### src/rtl/uart_fmt_pkg.sv
`timescale 1ns/1ps
package uart_fmt_pkg;

    localparam int MAXW = 9;

    typedef struct packed {
        logic [2:0] size;
        logic [1:0] pmode;
        logic       two_stop;
    } frame_cfg_t;

    // size code -> number of data bits; unlisted codes fall back to 8
    function automatic logic [3:0] char_bits(input logic [2:0] code);
        logic [3:0] n;
        case (code)
            3'b000:  n = 4'd5;
            3'b001:  n = 4'd6;
            3'b010:  n = 4'd7;
            3'b111:  n = 4'd9;
            default: n = 4'd8;
        endcase
        return n;
    endfunction

    function automatic logic [MAXW-1:0] low_mask(input logic [3:0] n);
        return 9'h1FF >> (4'd9 - n);
    endfunction

    function automatic logic parity_of(input logic [MAXW-1:0] d, input logic [3:0] n,
                                       input logic odd);
        return (^(d & low_mask(n))) ^ odd;
    endfunction

endpackage

### src/rtl/uart_regs.sv
`timescale 1ns/1ps
module uart_regs
    import uart_fmt_pkg::*;
(
    input  logic            clk,
    input  logic            rst_n,
    input  logic            reg_wr,
    input  logic            reg_rd,
    input  logic [1:0]      reg_addr,
    input  logic [7:0]      reg_wdata,
    output logic [7:0]      reg_rdata,
    output frame_cfg_t      cfg,
    output logic            tx_en_sw,
    output logic            rx_en,
    output logic            buf_valid,
    output logic [MAXW-1:0] buf_data,
    input  logic            tx_take,
    input  logic            rx_store,
    input  logic [MAXW-1:0] rx_word,
    input  logic            rx_perr,
    input  logic            rx_ferr,
    output logic            rx_done
);
    localparam logic [1:0] A_DATA = 2'd0;
    localparam logic [1:0] A_CTRL = 2'd1;
    localparam logic [1:0] A_FMT  = 2'd2;
    localparam logic [1:0] A_STAT = 2'd3;

    logic            size_hi_q, tx_b8_q, two_q, perr_q, ferr_q;
    logic [1:0]      size_lo_q, pmode_q;
    logic [MAXW-1:0] held_q;

    always_ff @(posedge clk) begin
        if (!rst_n) begin
            tx_en_sw  <= 1'b0;
            rx_en     <= 1'b0;
            size_hi_q <= 1'b0;
            tx_b8_q   <= 1'b0;
            size_lo_q <= 2'b11;
            pmode_q   <= 2'b00;
            two_q     <= 1'b0;
            buf_valid <= 1'b0;
            buf_data  <= '0;
            held_q    <= '0;
            perr_q    <= 1'b0;
            ferr_q    <= 1'b0;
            rx_done   <= 1'b0;
        end else begin
            if (reg_wr) begin
                unique case (reg_addr)
                    A_CTRL: begin
                        tx_en_sw  <= reg_wdata[0];
                        rx_en     <= reg_wdata[1];
                        size_hi_q <= reg_wdata[2];
                        tx_b8_q   <= reg_wdata[3];
                    end
                    A_FMT: begin
                        size_lo_q <= reg_wdata[1:0];
                        pmode_q   <= reg_wdata[3:2];
                        two_q     <= reg_wdata[4];
                    end
                    A_DATA: begin
                        if (tx_en_sw && !buf_valid) begin
                            buf_data  <= {tx_b8_q, reg_wdata};
                            buf_valid <= 1'b1;
                        end
                    end
                    default: ;
                endcase
            end
            if (tx_take) buf_valid <= 1'b0;
            if (rx_store) begin
                held_q  <= rx_word;
                perr_q  <= rx_perr;
                ferr_q  <= rx_ferr;
                rx_done <= 1'b1;
            end else if (reg_rd && reg_addr == A_DATA) begin
                rx_done <= 1'b0;
            end
        end
    end

    always_comb begin
        cfg.size     = {size_hi_q, size_lo_q};
        cfg.pmode    = pmode_q;
        cfg.two_stop = two_q;
        unique case (reg_addr)
            A_DATA:  reg_rdata = held_q[7:0];
            A_CTRL:  reg_rdata = {3'b000, held_q[8], tx_b8_q, size_hi_q, rx_en, tx_en_sw};
            A_FMT:   reg_rdata = {3'b000, two_q, pmode_q, size_lo_q};
            default: reg_rdata = {4'b0000, ferr_q, perr_q, rx_done, !buf_valid};
        endcase
    end
endmodule

### src/rtl/uart_tx_fsm.sv
`timescale 1ns/1ps
module uart_tx_fsm
    import uart_fmt_pkg::*;
#(
    parameter int OVS = 16
) (
    input  logic            clk,
    input  logic            rst_n,
    input  logic            baud_tick,
    input  frame_cfg_t      cfg,
    input  logic            tx_en_sw,
    input  logic            buf_valid,
    input  logic [MAXW-1:0] buf_data,
    output logic            tx_take,
    output logic            tx_busy,
    output logic            txd,
    output logic            txd_oe
);
    localparam int            CW   = $clog2(OVS);
    localparam logic [CW-1:0] LAST = CW'(OVS - 1);

    typedef enum logic [2:0] {T_IDLE, T_START, T_DATA, T_PAR, T_STOP1, T_STOP2} tx_state_e;

    tx_state_e       state_q;
    logic [CW-1:0]   tick_q;
    logic [3:0]      idx_q, nbits_q;
    logic [MAXW-1:0] sh_q;
    logic            par_en_q, par_q, two_q, on_q;
    logic            bit_end, frame_end, start_ok;
    logic [3:0]      new_bits;

    always_comb begin
        new_bits  = char_bits(cfg.size);
        bit_end   = baud_tick && (state_q != T_IDLE) && (tick_q == LAST);
        frame_end = bit_end && ((state_q == T_STOP1 && !two_q) || state_q == T_STOP2);
        start_ok  = baud_tick && buf_valid && on_q && (state_q == T_IDLE || frame_end);
    end

    always_ff @(posedge clk) begin
        if (!rst_n) begin
            state_q  <= T_IDLE;
            tick_q   <= '0;
            idx_q    <= '0;
            nbits_q  <= 4'd8;
            sh_q     <= '0;
            par_en_q <= 1'b0;
            par_q    <= 1'b0;
            two_q    <= 1'b0;
            on_q     <= 1'b0;
        end else begin
            if (tx_en_sw)                            on_q <= 1'b1;
            else if (state_q == T_IDLE && !buf_valid) on_q <= 1'b0;
            if (baud_tick && state_q != T_IDLE)
                tick_q <= (tick_q == LAST) ? '0 : tick_q + 1'b1;
            if (start_ok) begin
                state_q  <= T_START;
                tick_q   <= '0;
                sh_q     <= buf_data;
                nbits_q  <= new_bits;
                par_en_q <= cfg.pmode[1];
                par_q    <= parity_of(buf_data, new_bits, cfg.pmode[0]);
                two_q    <= cfg.two_stop;
            end else if (bit_end) begin
                unique case (state_q)
                    T_START: begin
                        state_q <= T_DATA;
                        idx_q   <= '0;
                    end
                    T_DATA: begin
                        sh_q <= sh_q >> 1;
                        if (idx_q == nbits_q - 4'd1) state_q <= par_en_q ? T_PAR : T_STOP1;
                        else                         idx_q   <= idx_q + 4'd1;
                    end
                    T_PAR:   state_q <= T_STOP1;
                    T_STOP1: state_q <= two_q ? T_STOP2 : T_IDLE;
                    T_STOP2: state_q <= T_IDLE;
                    default: state_q <= T_IDLE;
                endcase
            end
        end
    end

    always_comb begin
        tx_take = start_ok;
        tx_busy = (state_q != T_IDLE);
        txd_oe  = on_q;
        unique case (state_q)
            T_START: txd = 1'b0;
            T_DATA:  txd = sh_q[0];
            T_PAR:   txd = par_q;
            default: txd = 1'b1;
        endcase
    end
endmodule

### src/rtl/uart_rx_fsm.sv
`timescale 1ns/1ps
module uart_rx_fsm
    import uart_fmt_pkg::*;
#(
    parameter int OVS = 16
) (
    input  logic            clk,
    input  logic            rst_n,
    input  logic            baud_tick,
    input  frame_cfg_t      cfg,
    input  logic            rx_en,
    input  logic            rxd,
    output logic            rx_store,
    output logic [MAXW-1:0] rx_word,
    output logic            rx_perr,
    output logic            rx_ferr
);
    localparam int            CW   = $clog2(OVS);
    localparam logic [CW-1:0] LAST = CW'(OVS - 1);
    localparam logic [CW-1:0] MID  = CW'(OVS / 2 - 1);

    typedef enum logic [2:0] {R_IDLE, R_START, R_DATA, R_PAR, R_STOP} rx_state_e;

    rx_state_e       state_q;
    logic            s1_q, s2_q;
    logic [CW-1:0]   tick_q;
    logic [3:0]      idx_q, nbits_q;
    logic [MAXW-1:0] sh_q, word_q, aligned;
    logic            par_en_q, odd_q, par_rx_q;
    logic            store_q, perr_q, ferr_q;
    logic            at_end;

    always_comb begin
        at_end  = baud_tick && (tick_q == LAST);
        aligned = sh_q >> (4'd9 - nbits_q);
    end

    always_ff @(posedge clk) begin
        if (!rst_n) begin
            state_q  <= R_IDLE;
            s1_q     <= 1'b1;
            s2_q     <= 1'b1;
            tick_q   <= '0;
            idx_q    <= '0;
            nbits_q  <= 4'd8;
            sh_q     <= '0;
            par_en_q <= 1'b0;
            odd_q    <= 1'b0;
            par_rx_q <= 1'b0;
            store_q  <= 1'b0;
            word_q   <= '0;
            perr_q   <= 1'b0;
            ferr_q   <= 1'b0;
        end else begin
            s1_q    <= rxd;
            s2_q    <= s1_q;
            store_q <= 1'b0;
            if (baud_tick && state_q != R_IDLE)
                tick_q <= (tick_q == LAST) ? '0 : tick_q + 1'b1;
            if (!rx_en) begin
                state_q <= R_IDLE;
            end else begin
                unique case (state_q)
                    R_IDLE: if (baud_tick && !s2_q) begin
                        state_q  <= R_START;
                        tick_q   <= '0;
                        nbits_q  <= char_bits(cfg.size);
                        par_en_q <= cfg.pmode[1];
                        odd_q    <= cfg.pmode[0];
                    end
                    R_START: if (baud_tick && tick_q == MID) begin
                        tick_q  <= '0;
                        idx_q   <= '0;
                        state_q <= s2_q ? R_IDLE : R_DATA;
                    end
                    R_DATA: if (at_end) begin
                        sh_q <= {s2_q, sh_q[MAXW-1:1]};
                        if (idx_q == nbits_q - 4'd1) state_q <= par_en_q ? R_PAR : R_STOP;
                        else                         idx_q   <= idx_q + 4'd1;
                    end
                    R_PAR: if (at_end) begin
                        par_rx_q <= s2_q;
                        state_q  <= R_STOP;
                    end
                    R_STOP: if (at_end) begin
                        store_q <= 1'b1;
                        word_q  <= aligned;
                        perr_q  <= par_en_q && (parity_of(aligned, nbits_q, odd_q) != par_rx_q);
                        ferr_q  <= !s2_q;
                        state_q <= R_IDLE;
                    end
                    default: state_q <= R_IDLE;
                endcase
            end
        end
    end

    always_comb begin
        rx_store = store_q;
        rx_word  = word_q;
        rx_perr  = perr_q;
        rx_ferr  = ferr_q;
    end
endmodule

### src/rtl/uart_frame_xcvr.sv
`timescale 1ns/1ps
module uart_frame_xcvr
    import uart_fmt_pkg::*;
#(
    parameter int OVS = 16
) (
    input  logic       clk,
    input  logic       rst_n,
    input  logic       reg_wr,
    input  logic       reg_rd,
    input  logic [1:0] reg_addr,
    input  logic [7:0] reg_wdata,
    output logic [7:0] reg_rdata,
    input  logic       baud_tick,
    input  logic       rxd,
    output logic       txd,
    output logic       txd_oe
);
    frame_cfg_t      cfg;
    logic            tx_en_sw, rx_en, buf_valid, tx_take, tx_busy;
    logic            rx_store, rx_perr, rx_ferr, rx_done;
    logic [MAXW-1:0] buf_data, rx_word;

    uart_regs regs_i (
        .clk(clk), .rst_n(rst_n), .reg_wr(reg_wr), .reg_rd(reg_rd), .reg_addr(reg_addr),
        .reg_wdata(reg_wdata), .reg_rdata(reg_rdata), .cfg(cfg), .tx_en_sw(tx_en_sw),
        .rx_en(rx_en), .buf_valid(buf_valid), .buf_data(buf_data), .tx_take(tx_take),
        .rx_store(rx_store), .rx_word(rx_word), .rx_perr(rx_perr), .rx_ferr(rx_ferr),
        .rx_done(rx_done)
    );

    uart_tx_fsm #(.OVS(OVS)) tx_i (
        .clk(clk), .rst_n(rst_n), .baud_tick(baud_tick), .cfg(cfg), .tx_en_sw(tx_en_sw),
        .buf_valid(buf_valid), .buf_data(buf_data), .tx_take(tx_take), .tx_busy(tx_busy),
        .txd(txd), .txd_oe(txd_oe)
    );

    uart_rx_fsm #(.OVS(OVS)) rx_i (
        .clk(clk), .rst_n(rst_n), .baud_tick(baud_tick), .cfg(cfg), .rx_en(rx_en),
        .rxd(rxd), .rx_store(rx_store), .rx_word(rx_word), .rx_perr(rx_perr),
        .rx_ferr(rx_ferr)
    );
endmodule

### config.mk
export PLATFORM = sky130hd
export DESIGN_NAME = uart_frame_xcvr
export DESIGN_NICKNAME = d
export VERILOG_FILES = /design/src/rtl/uart_fmt_pkg.sv /design/src/rtl/uart_regs.sv /design/src/rtl/uart_tx_fsm.sv /design/src/rtl/uart_rx_fsm.sv /design/src/rtl/uart_frame_xcvr.sv
export SDC_FILE = /design/constraint.sdc
export NUM_CORES = 1
export LEC_CHECK = 0
export ABC_CLOCK_PERIOD_IN_PS = 4500
export BUFFER_PORTS_ARGS = -buffer_cell sky130_fd_sc_hd__buf_2
export CORE_ASPECT_RATIO = 0.8
export CORE_MARGIN = 2
export CORE_UTILIZATION = 40
export DETAILED_ROUTE_END_ITERATION = 8
export SETUP_SLACK_MARGIN = 0.2
export SKIP_CTS_REPAIR_TIMING = 1
export SLEW_MARGIN = 20
export SYNTH_ARGS = -nofsm -noshare
export SYNTH_HDL_FRONTEND = slang
export SYNTH_HIERARCHICAL = 1
export SYNTH_SLANG_ARGS = --single-unit
export TNS_END_PERCENT = 10
### constraint.sdc
create_clock -name clk -period 4.5 [get_ports clk]
set_clock_uncertainty 0.2 [all_clocks]
set_input_delay 0.45 -clock clk [delete_from_list [all_inputs] [get_ports clk]]
set_output_delay 0.45 -clock clk [all_outputs]
set_load 0.01 [all_outputs]
==> results_dict.tcl, run 1 <==
set metrics [dict create \
    status "finished, final reports clean" \
    cts-root-buf "clkbuf_16" \
    worst_pin_slew_ns 0.932 \
    area_growth_pct 9.07 \
    die_w_um 136 \
    reg2reg_depth 8 \
    r2r-end "rx_i/rx_perr$_SDFFE_PN0P_" \
    synthArstFlopShare_pct 0 \
    io_pins 26 \
    rrSetupSlack_ns 1.34 \
    reg2reg_from "rx_i/nbits_q[1]$_SDFFE_PN0P_" \
    viasPerCell 5.40 \
    design_area_mm2 0.00605 \
    syn_area_mm2 0.00555 \
    cts_buffer_depth 2 \
    rsz0062_at_grt "no" \
    cts_tree "yes" \
    hold_end "rx_i/s1_q$_SDFF_PN1_" \
    yosysUniqueCellTypes 72 \
    p_leak_nw 2.23 \
    grt_pass1_vias 3909 \
    drt_iter0_markers 255 \
    cp-end-kind "flip-flop" \
    overflow 0 \
    vias 4285 \
    post-place-ws_ns 1.38 \
    hp-start "rxd" \
    maxSlewHeadroom_pct 37.4 \
    cap_violations 0 \
    setup_viol 0 \
    die_y_um 109 \
    yosysWarnings 6 \
    clock_sinks 100 \
    dp_cells 779 \
    start_kind "flip-flop" \
    post_dp_cell_area_mm2 0.00571 \
    grt.total_usage_pct 16.9 \
    path_max_fanout 17 \
    dpl.hpwl_um 8370 \
    synth_flop_cell "dfxtp_1" \
    synth_top_area_share_pct 36.1 \
    wl_per_cell_um 14.8 \
    ys_ff_latch 100 \
    grt_max_degree 49 \
    period_share_pct 70.3 \
    yosysSeqAreaShare_pct 36.1 \
    vdd_drop_max_v 0.000259 \
    cts.htree.levels 3 \
    clock_latency_ns 0.34 \
    arrival_ns 3.20 \
    synth_fp_nets 632 \
    nNetsFinal 639 \
    grt_pass1_wl_um 19900 \
    dieArea_mm2 0.0148 \
    fmaxAchievable_mhz 316 \
    row_count 38 \
    cts_made_buffers 9 \
    start_util_pct 40.9 \
    synth_top_area_cell "dfxtp_1" \
    synth-edff-count 0 \
    period_needed_ns 3.16 \
    syn_inst 603 \
    critical_path_required_ns 4.53 \
    drive_gt1_share_pct 10.9 \
    finalHoldViolCount 0 \
    antennaDiodeCount 0 \
    whs_path_depth 2 \
    synth.avg_cell_area_um2 9.20 \
    detail-route-antenna-nets 0 \
    finalPower_mw 1.85 \
    hold_path_class "in -> reg" \
    power_density_mw_per_mm2 306 \
    antenna_found_initial 0 \
    maxSlewViolCount 0 \
    fin_cells 794 \
    io_buffers 25 \
    place_congestion 0.881 \
    tns_ns 0 \
    clkTransAtPathRegs_ns 0.07 \
    criticalPathCategory "reg -> reg" \
    route.detailed.drc 0 \
    routed_wirelength_um 11800 \
    core_area_mm2 0.0136 \
    first_pass_iters 4 \
    synth_area_leaders "dfxtp_1 36%, mux2i_1 11%, nor2b_1 4.7%" \
    finalWorstSetupSlack_ns 1.34 \
]
stage by stage:
| step | utilization, % | hold slack, ns |
|---|---|---|
| floorplan | - | 0.186 |
| global placement | 42.1 | 0.226 |
| detailed placement | 42.1 | 0.213 |
| CTS | 44.6 | 0.109 |
| global route | 44.6 | 0.109 |
| finish | 44.6 | 0.112 |
critical path, cell delays in order, from the launching register on:
cell and delay [ns]:
dfxtp_1 0.76, inv_1 0.26, ha_1 0.65, mux2_2 0.43, and3_1 0.19, mux2i_1 0.18
xnor2_1 0.16, xnor2_1 0.14, o21ai_1 0.09
how the worst max path moves through the flow:
stage | start | to | slack (ns) | depth (start not counted)
3_5_place_dp | rx_i/nbits_q[1]$_SDFFE_PN0P_ | rx_i/rx_perr$_SDFFE_PN0P_ | 1.38 | 8
2_1_floorplan | rx_i/nbits_q[1]$_SDFFE_PN0P_ | rx_i/idx_q[0]$_SDFFE_PN0P_ | 2.04 | 11
3_3_place_gp | rx_i/nbits_q[1]$_SDFFE_PN0P_ | rx_i/rx_perr$_SDFFE_PN0P_ | 1.50 | 8
5_1_grt | rx_i/nbits_q[1]$_SDFFE_PN0P_ | rx_i/rx_perr$_SDFFE_PN0P_ | 1.14 | 8
4_1_cts | rx_i/nbits_q[1]$_SDFFE_PN0P_ | rx_i/rx_perr$_SDFFE_PN0P_ | 1.35 | 8
6_report | rx_i/nbits_q[1]$_SDFFE_PN0P_ | rx_i/rx_perr$_SDFFE_PN0P_ | 1.34 | 8
registers in the layout, summed over array words and instances, names as in the netlist, 4 cells and up:
register and count:
tx_i/tick_q 4, regs_i/buf_data 9, rx_i/rx_word 9, tx_i/nbits_q 4, tx_i/idx_q 4, rx_i/nbits_q 4, tx_i/sh_q 9, rx_i/tick_q 4
rx_i/idx_q 4, regs_i/held_q 9, rx_i/sh_q 9
synth_stat cells (5+ instances only):
library cell and instances:
dfxtp_1 100, mux2i_1 62, nand2_1 61, nor2_1 45, nor2b_1 42, a21oi_1 25, xnor2_1 20, xor2_1 15
nand2b_1 14, a21boi_1 13, clkbuf_1 13, ha_1 13, inv_1 13, o21ai_0 13, a22oi_1 12, nand3_1 12
buf_4 9, and2_1 8, or3_1 8, nand4_1 7, nor3_1 7, o21ai_1 5
per-layer routing:
layer / up-vias / track usage [%] / share of wire [%]
met3: 10 / 2.31 / 3.7
li1: 2143 / - / -
met1: 2054 / 25.8 / 53
met2: 78 / 24.1 / 42
met5: - / 0 / 0
met4: 0 / 5.80 / 1.3
final cells by class:
| class | count | area, µm² |
|---|---|---|
| sequential | 100 | 2000 |
| inverter | 13 | 48.8 |
| tap | 180 | 225 |
| fill | 1313 | 7500 |
| timing repair buffer | 27 | 140 |
| clock inverter | 5 | 100 |
| clock buffer | 10 | 239 |
| multi-input combinational | 459 | 3290 |
where the power goes:
group / switching (mW) / internal (mW)
logic: 0.0419 / 0.0320
clock network: 0.324 / 0.553
registers: 0.00846 / 0.889
total: 0.374 / 1.47
logic make-up (layout without fill, tap and decap cells):
family	count (synthesis)	after routing	synth area share (%)
compound gates	108	108	13.7
xor+xnor	37	37	6.23
fa+ha+maj	13	13	2.93
buf+inv	44	55	4.51
flops	100	100	36.1
mux	73	73	14.8
simple gates	228	228	21.7
cell usage in the layout (no fill, tap or decap), types with 5 or more instances in the layout:
cell type	Yosys	final
o21ai_0	13	13
a22oi_1	12	12
buf_2	4	25
mux2i_1	62	62
nand2b_1	14	14
nor3_1	7	7
xor2_1	15	15
a21boi_1	13	13
inv_1	13	13
nor2b_1	42	42
nand2_1	61	61
dfxtp_1	100	100
nand4_1	7	7
nor2_1	45	45
or3_1	8	8
o21ai_1	5	5
and2_1	8	8
a21oi_1	25	25
clkbuf_16	0	9
nand3_1	12	12
xnor2_1	20	20
ha_1	13	13
Note: power is estimated with default switching activity, not from simulation.
==> inputs of run 2 (changes only) <==
ABC_CLOCK_PERIOD_IN_PS = 2700   (was 4500)
clock period = 2.7 ns   (was 4.5 ns; I/O delays follow)
==> results_dict.tcl, run 2 (synthesized netlist as in run 1, its figures left out) <==
set metrics [dict create \
    status "finished, violations left" \
    violations "negative hold slack" \
    power_frac_seq_pct 52.0 \
    cap_violations 0 \
    row_count 38 \
    setup_viol 0 \
    place_congestion 0.885 \
    antenna_found_initial 0 \
    combPwrFrac_pct 5.1 \
    overflow 0 \
    vdd_drop_max_v 0.000476 \
    p_leak_nw 2.35 \
    cts.htree.levels 3 \
    path_max_fanout 13 \
    clock_latency_ns 0.35 \
    dieArea_mm2 0.0148 \
    multiInputGateArea_mm2 0.00334 \
    fmaxAchievable_mhz 412 \
    worst_pin_slew_ns 0.692 \
    nNetsFinal 666 \
    maxSlewHeadroom_pct 53.8 \
    io_buffers 25 \
    final_cell_mix "97 x dfxtp_1, 62 x mux2i_1, 61 x nand2_1" \
    grt_max_degree 33 \
    startpoint "rx_i/nbits_q[1]$_SDFFE_PN0P_" \
    hold_path_class "in -> reg" \
    cts_tree "yes" \
    die_w_um 136 \
    reg2reg_from "rx_i/nbits_q[1]$_SDFFE_PN0P_" \
    start_kind "flip-flop" \
    tns_ns 0 \
    cts-root-buf "clkbuf_16" \
    cp-end-kind "flip-flop" \
    die_y_um 109 \
    wl_per_cell_um 15.3 \
    finalHoldViolCount 1 \
    clkPwrFrac_pct 42.9 \
    criticalPathCategory "reg -> reg" \
    drive_gt1_share_pct 16.0 \
    arrival_ns 2.47 \
    route.detailed.drc 0 \
    dpl.hpwl_um 9030 \
    critical_path_required_ns 2.74 \
    grt_pass1_wl_um 20900 \
    cts_made_buffers 9 \
    area.sequential_mm2 0.00201 \
    period_needed_ns 2.42 \
    layout_commonest_cell "dfxtp_1" \
    grt_pass1_vias 4151 \
    drt_iter0_markers 213 \
    start_util_pct 40.9 \
    area_growth_pct 12.9 \
    grt.total_usage_pct 18.0 \
    core_area_mm2 0.0136 \
    viasPerCell 5.30 \
    fillCellCount 1336 \
    routed_wirelength_um 12600 \
    clock_sinks 100 \
    detail-route-antenna-nets 0 \
    design_area_mm2 0.00626 \
    antennaDiodeCount 0 \
    rsz0062_at_grt "yes" \
    p_sw_mw 0.660 \
    first_pass_iters 4 \
    post_dp_cell_area_mm2 0.00585 \
    whs_ns -0.00855 \
    power.internal_mw 2.20 \
    vias 4358 \
    clkTransAtPathRegs_ns 0.07 \
    swShare_pct 23.0 \
    period_share_pct 89.8 \
    cts_buffer_depth 2 \
    io_pins 26 \
    maxSlewViolCount 0 \
    power_density_mw_per_mm2 457 \
    hp-start "reg_wdata[3]" \
]
## run 2: critical path, stage by stage (launching register included)
cell	delay [ns]
dfxtp_2	0.35
buf_8	0.15
mux2_4	0.32
a32o_1	0.26
xnor2_1	0.15
xnor2_1	0.30
nor2_1	0.09
o32ai_2	0.25
xnor2_1	0.15
o21ai_1	0.09
## run 2: power groups by stage
stage / Combinational (mW) / Sequential, mW / Clock [mW]
2_1_floorplan: 0.0919 / 1.52 / 0
3_3_place_gp: 0.136 / 1.52 / 0
3_5_place_dp: 0.138 / 1.52 / 0
4_1_cts: 0.138 / 1.49 / 1.26
5_1_grt: 0.160 / 1.49 / 1.31
6_report: 0.147 / 1.49 / 1.23
## run 2: cell type report
cell class	instances	area share, %
inverters	13	0.779
multi-input cells	459	53.4
clock inverters	4	0.539
flip-flops and latches	100	32.1
well taps	180	3.60
clock buffers	12	3.94
repair buffers	54	5.71
## run 2: stage by stage
step,power (mW),hold WS (ns),worst slack (ns),utilization [%],instances
floorplan,1.61,0.143,0.237,-,603
global placement,1.66,0.228,0.292,43.1,797
detailed placement,1.66,0.223,0.128,43.1,797
CTS,2.89,-0.0956,0.108,45.2,813
global route,2.96,0.00191,0.163,46.2,822
finish,2.86,-0.00855,0.275,46.2,822
## run 2: path summary, 6_finish.rpt
kind                                     endpoint  slack [ns]  cells past startpoint
setup / recovery        rx_i/rx_perr$_SDFFE_PN0P_        0.28                      9
hold / removal    regs_i/buf_data[3]$_SDFFE_PN0P_      -0.009                      3
setup reg to reg        rx_i/rx_perr$_SDFFE_PN0P_        0.28                      9
hold reg to reg              rx_i/s2_q$_SDFF_PN1_        0.23                      1
## run 2: routing by layer
layer / up-vias / global-route usage, % / wire length, µm
li1: 2191 / - / -
met1: 2092 / 25.5 / 6590
met2: 63 / 27.1 / 5380
met3: 12 / 5.16 / 506
met4: 0 / 4.46 / 133
met5: - / 0 / 0
==> inputs of run 3 (changes only) <==
CORE_MARGIN = 1   (was 2)
==> results_dict.tcl, run 3 (synthesized netlist as in run 1, its figures left out) <==
set metrics [dict create \
    status "finished, violations left" \
    violations "negative hold slack" \
    period_needed_ns 2.45 \
    die_y_um 107 \
    finalPower_mw 2.87 \
    cts_tree "yes" \
    worst_pin_slew_ns 0.710 \
    drive_gt1_share_pct 14.1 \
    period_share_pct 90.8 \
    clock_latency_ns 0.35 \
    clock_sinks 100 \
    maxSlewHeadroom_pct 52.6 \
    cts-root-buf "clkbuf_16" \
    swShare_pct 23.3 \
    p_sw_mw 0.670 \
    nNetsFinal 656 \
    combPwrFrac_pct 4.9 \
    final_cell_mix "96 x dfxtp_1, 62 x mux2i_1, 61 x nand2_1" \
    die_w_um 134 \
    power_density_mw_per_mm2 466 \
    io_buffers 25 \
    cap_violations 0 \
    grt_pass1_wl_um 20500 \
    finalWorstSetupSlack_ns 0.248 \
    vdd_drop_max_v 0.000443 \
    first_pass_iters 4 \
    hold_path_class "in -> reg" \
    clkPwrFrac_pct 43.1 \
    whs_ns -0.0132 \
    clkTransAtPathRegs_ns 0.07 \
    layout_commonest_cell "dfxtp_1" \
    cp-end-kind "flip-flop" \
    grt_pass1_vias 4082 \
    wl_per_cell_um 15.4 \
    post_dp_cell_area_mm2 0.00582 \
    viasPerCell 5.25 \
    design_area_mm2 0.00616 \
    post-place-ws_ns 0.210 \
    cts_made_buffers 9 \
    antennaDiodeCount 0 \
    routed_wirelength_um 12500 \
    power_frac_seq_pct 52.0 \
    fillCellCount 1328 \
    core_area_mm2 0.0136 \
    path_max_fanout 14 \
    start_kind "flip-flop" \
    finalHoldViolCount 6 \
    tns_ns 0 \
    fmaxAchievable_mhz 408 \
    critical_path_required_ns 2.75 \
    start_util_pct 40.9 \
    grt_max_degree 54 \
    place_congestion 0.868 \
    route.detailed.drc 0 \
    grt.total_usage_pct 18.1 \
    antenna_found_initial 0 \
    arrival_ns 2.50 \
    overflow 0 \
    drt_iter0_markers 248 \
    rsz0062_at_grt "yes" \
    dpl.hpwl_um 8910 \
    criticalPathCategory "reg -> reg" \
    dieArea_mm2 0.0143 \
    detail-route-antenna-nets 0 \
    power.internal_mw 2.20 \
    p_leak_nw 2.27 \
    row_count 38 \
    maxSlewViolCount 0 \
    cts.htree.levels 3 \
    io_pins 26 \
    vias 4261 \
    cts_buffer_depth 2 \
    setup_viol 0 \
    area_growth_pct 11.1 \
]
==> run 3: power groups by stage <==
stage,sequential [mW],combinational (mW),clock [mW]
final,1.49,0.141,1.24
after global routing,1.49,0.155,1.32
after CTS,1.49,0.134,1.27
after detailed placement,1.53,0.133,0
after global placement,1.52,0.131,0
after floorplan,1.52,0.0919,0
==> run 3: routing by layer <==
metal  vias to the layer above  wire length [µm]  global-route usage (%)
li1                       2169                 -                       -
met5                         -                 0                       0
met1                      2032              6700                    25.9
met2                        56              5400                    27.3
met4                         0                61                    4.71
met3                         4               314                    3.95
==> run 3: critical path, stage by stage, from the launching register on <==
cell	delay [ns]
dfxtp_2	0.37
buf_6	0.18
mux2_4	0.33
a32o_1	0.27
xnor2_1	0.16
xnor2_1	0.27
nor2_1	0.10
o32ai_2	0.24
xnor2_1	0.16
o21ai_1	0.08
==> run 3: final timing paths <==
| check | depth (start not counted) | from | slack, ns | to |
|---|---|---|---|---|
| setup / recovery | 9 | rx_i/nbits_q[1]$_SDFFE_PN0P_ | 0.25 | rx_i/rx_perr$_SDFFE_PN0P_ |
| hold / removal | 3 | reg_wdata[4] | -0.01 | regs_i/buf_data[4]$_SDFFE_PN0P_ |
| hold reg to reg | 1 | rx_i/s1_q$_SDFF_PN1_ | 0.24 | rx_i/s2_q$_SDFF_PN1_ |
| setup reg to reg | 9 | rx_i/nbits_q[1]$_SDFFE_PN0P_ | 0.25 | rx_i/rx_perr$_SDFFE_PN0P_ |
==> run 3: cell type report <==
class / instances / area (µm²) / share of cell area [%]
well taps: 180 / 225 / 3.66
repair buffers: 44 / 279 / 4.53
flip-flops and latches: 100 / 2010 / 32.6
inverters: 13 / 48.8 / 0.792
multi-input cells: 459 / 3320 / 53.9
clock inverters: 4 / 32.5 / 0.528
clock buffers: 12 / 246 / 4.00
==> run 3: through the flow <==
stage,cells,utilization [%],hold WS [ns]
finish,812,45.5,-0.0132
global route,812,45.5,0.000337
detailed placement,793,42.9,0.239
floorplan,603,-,0.143
global placement,793,42.9,0.230
CTS,809,45.0,-0.102
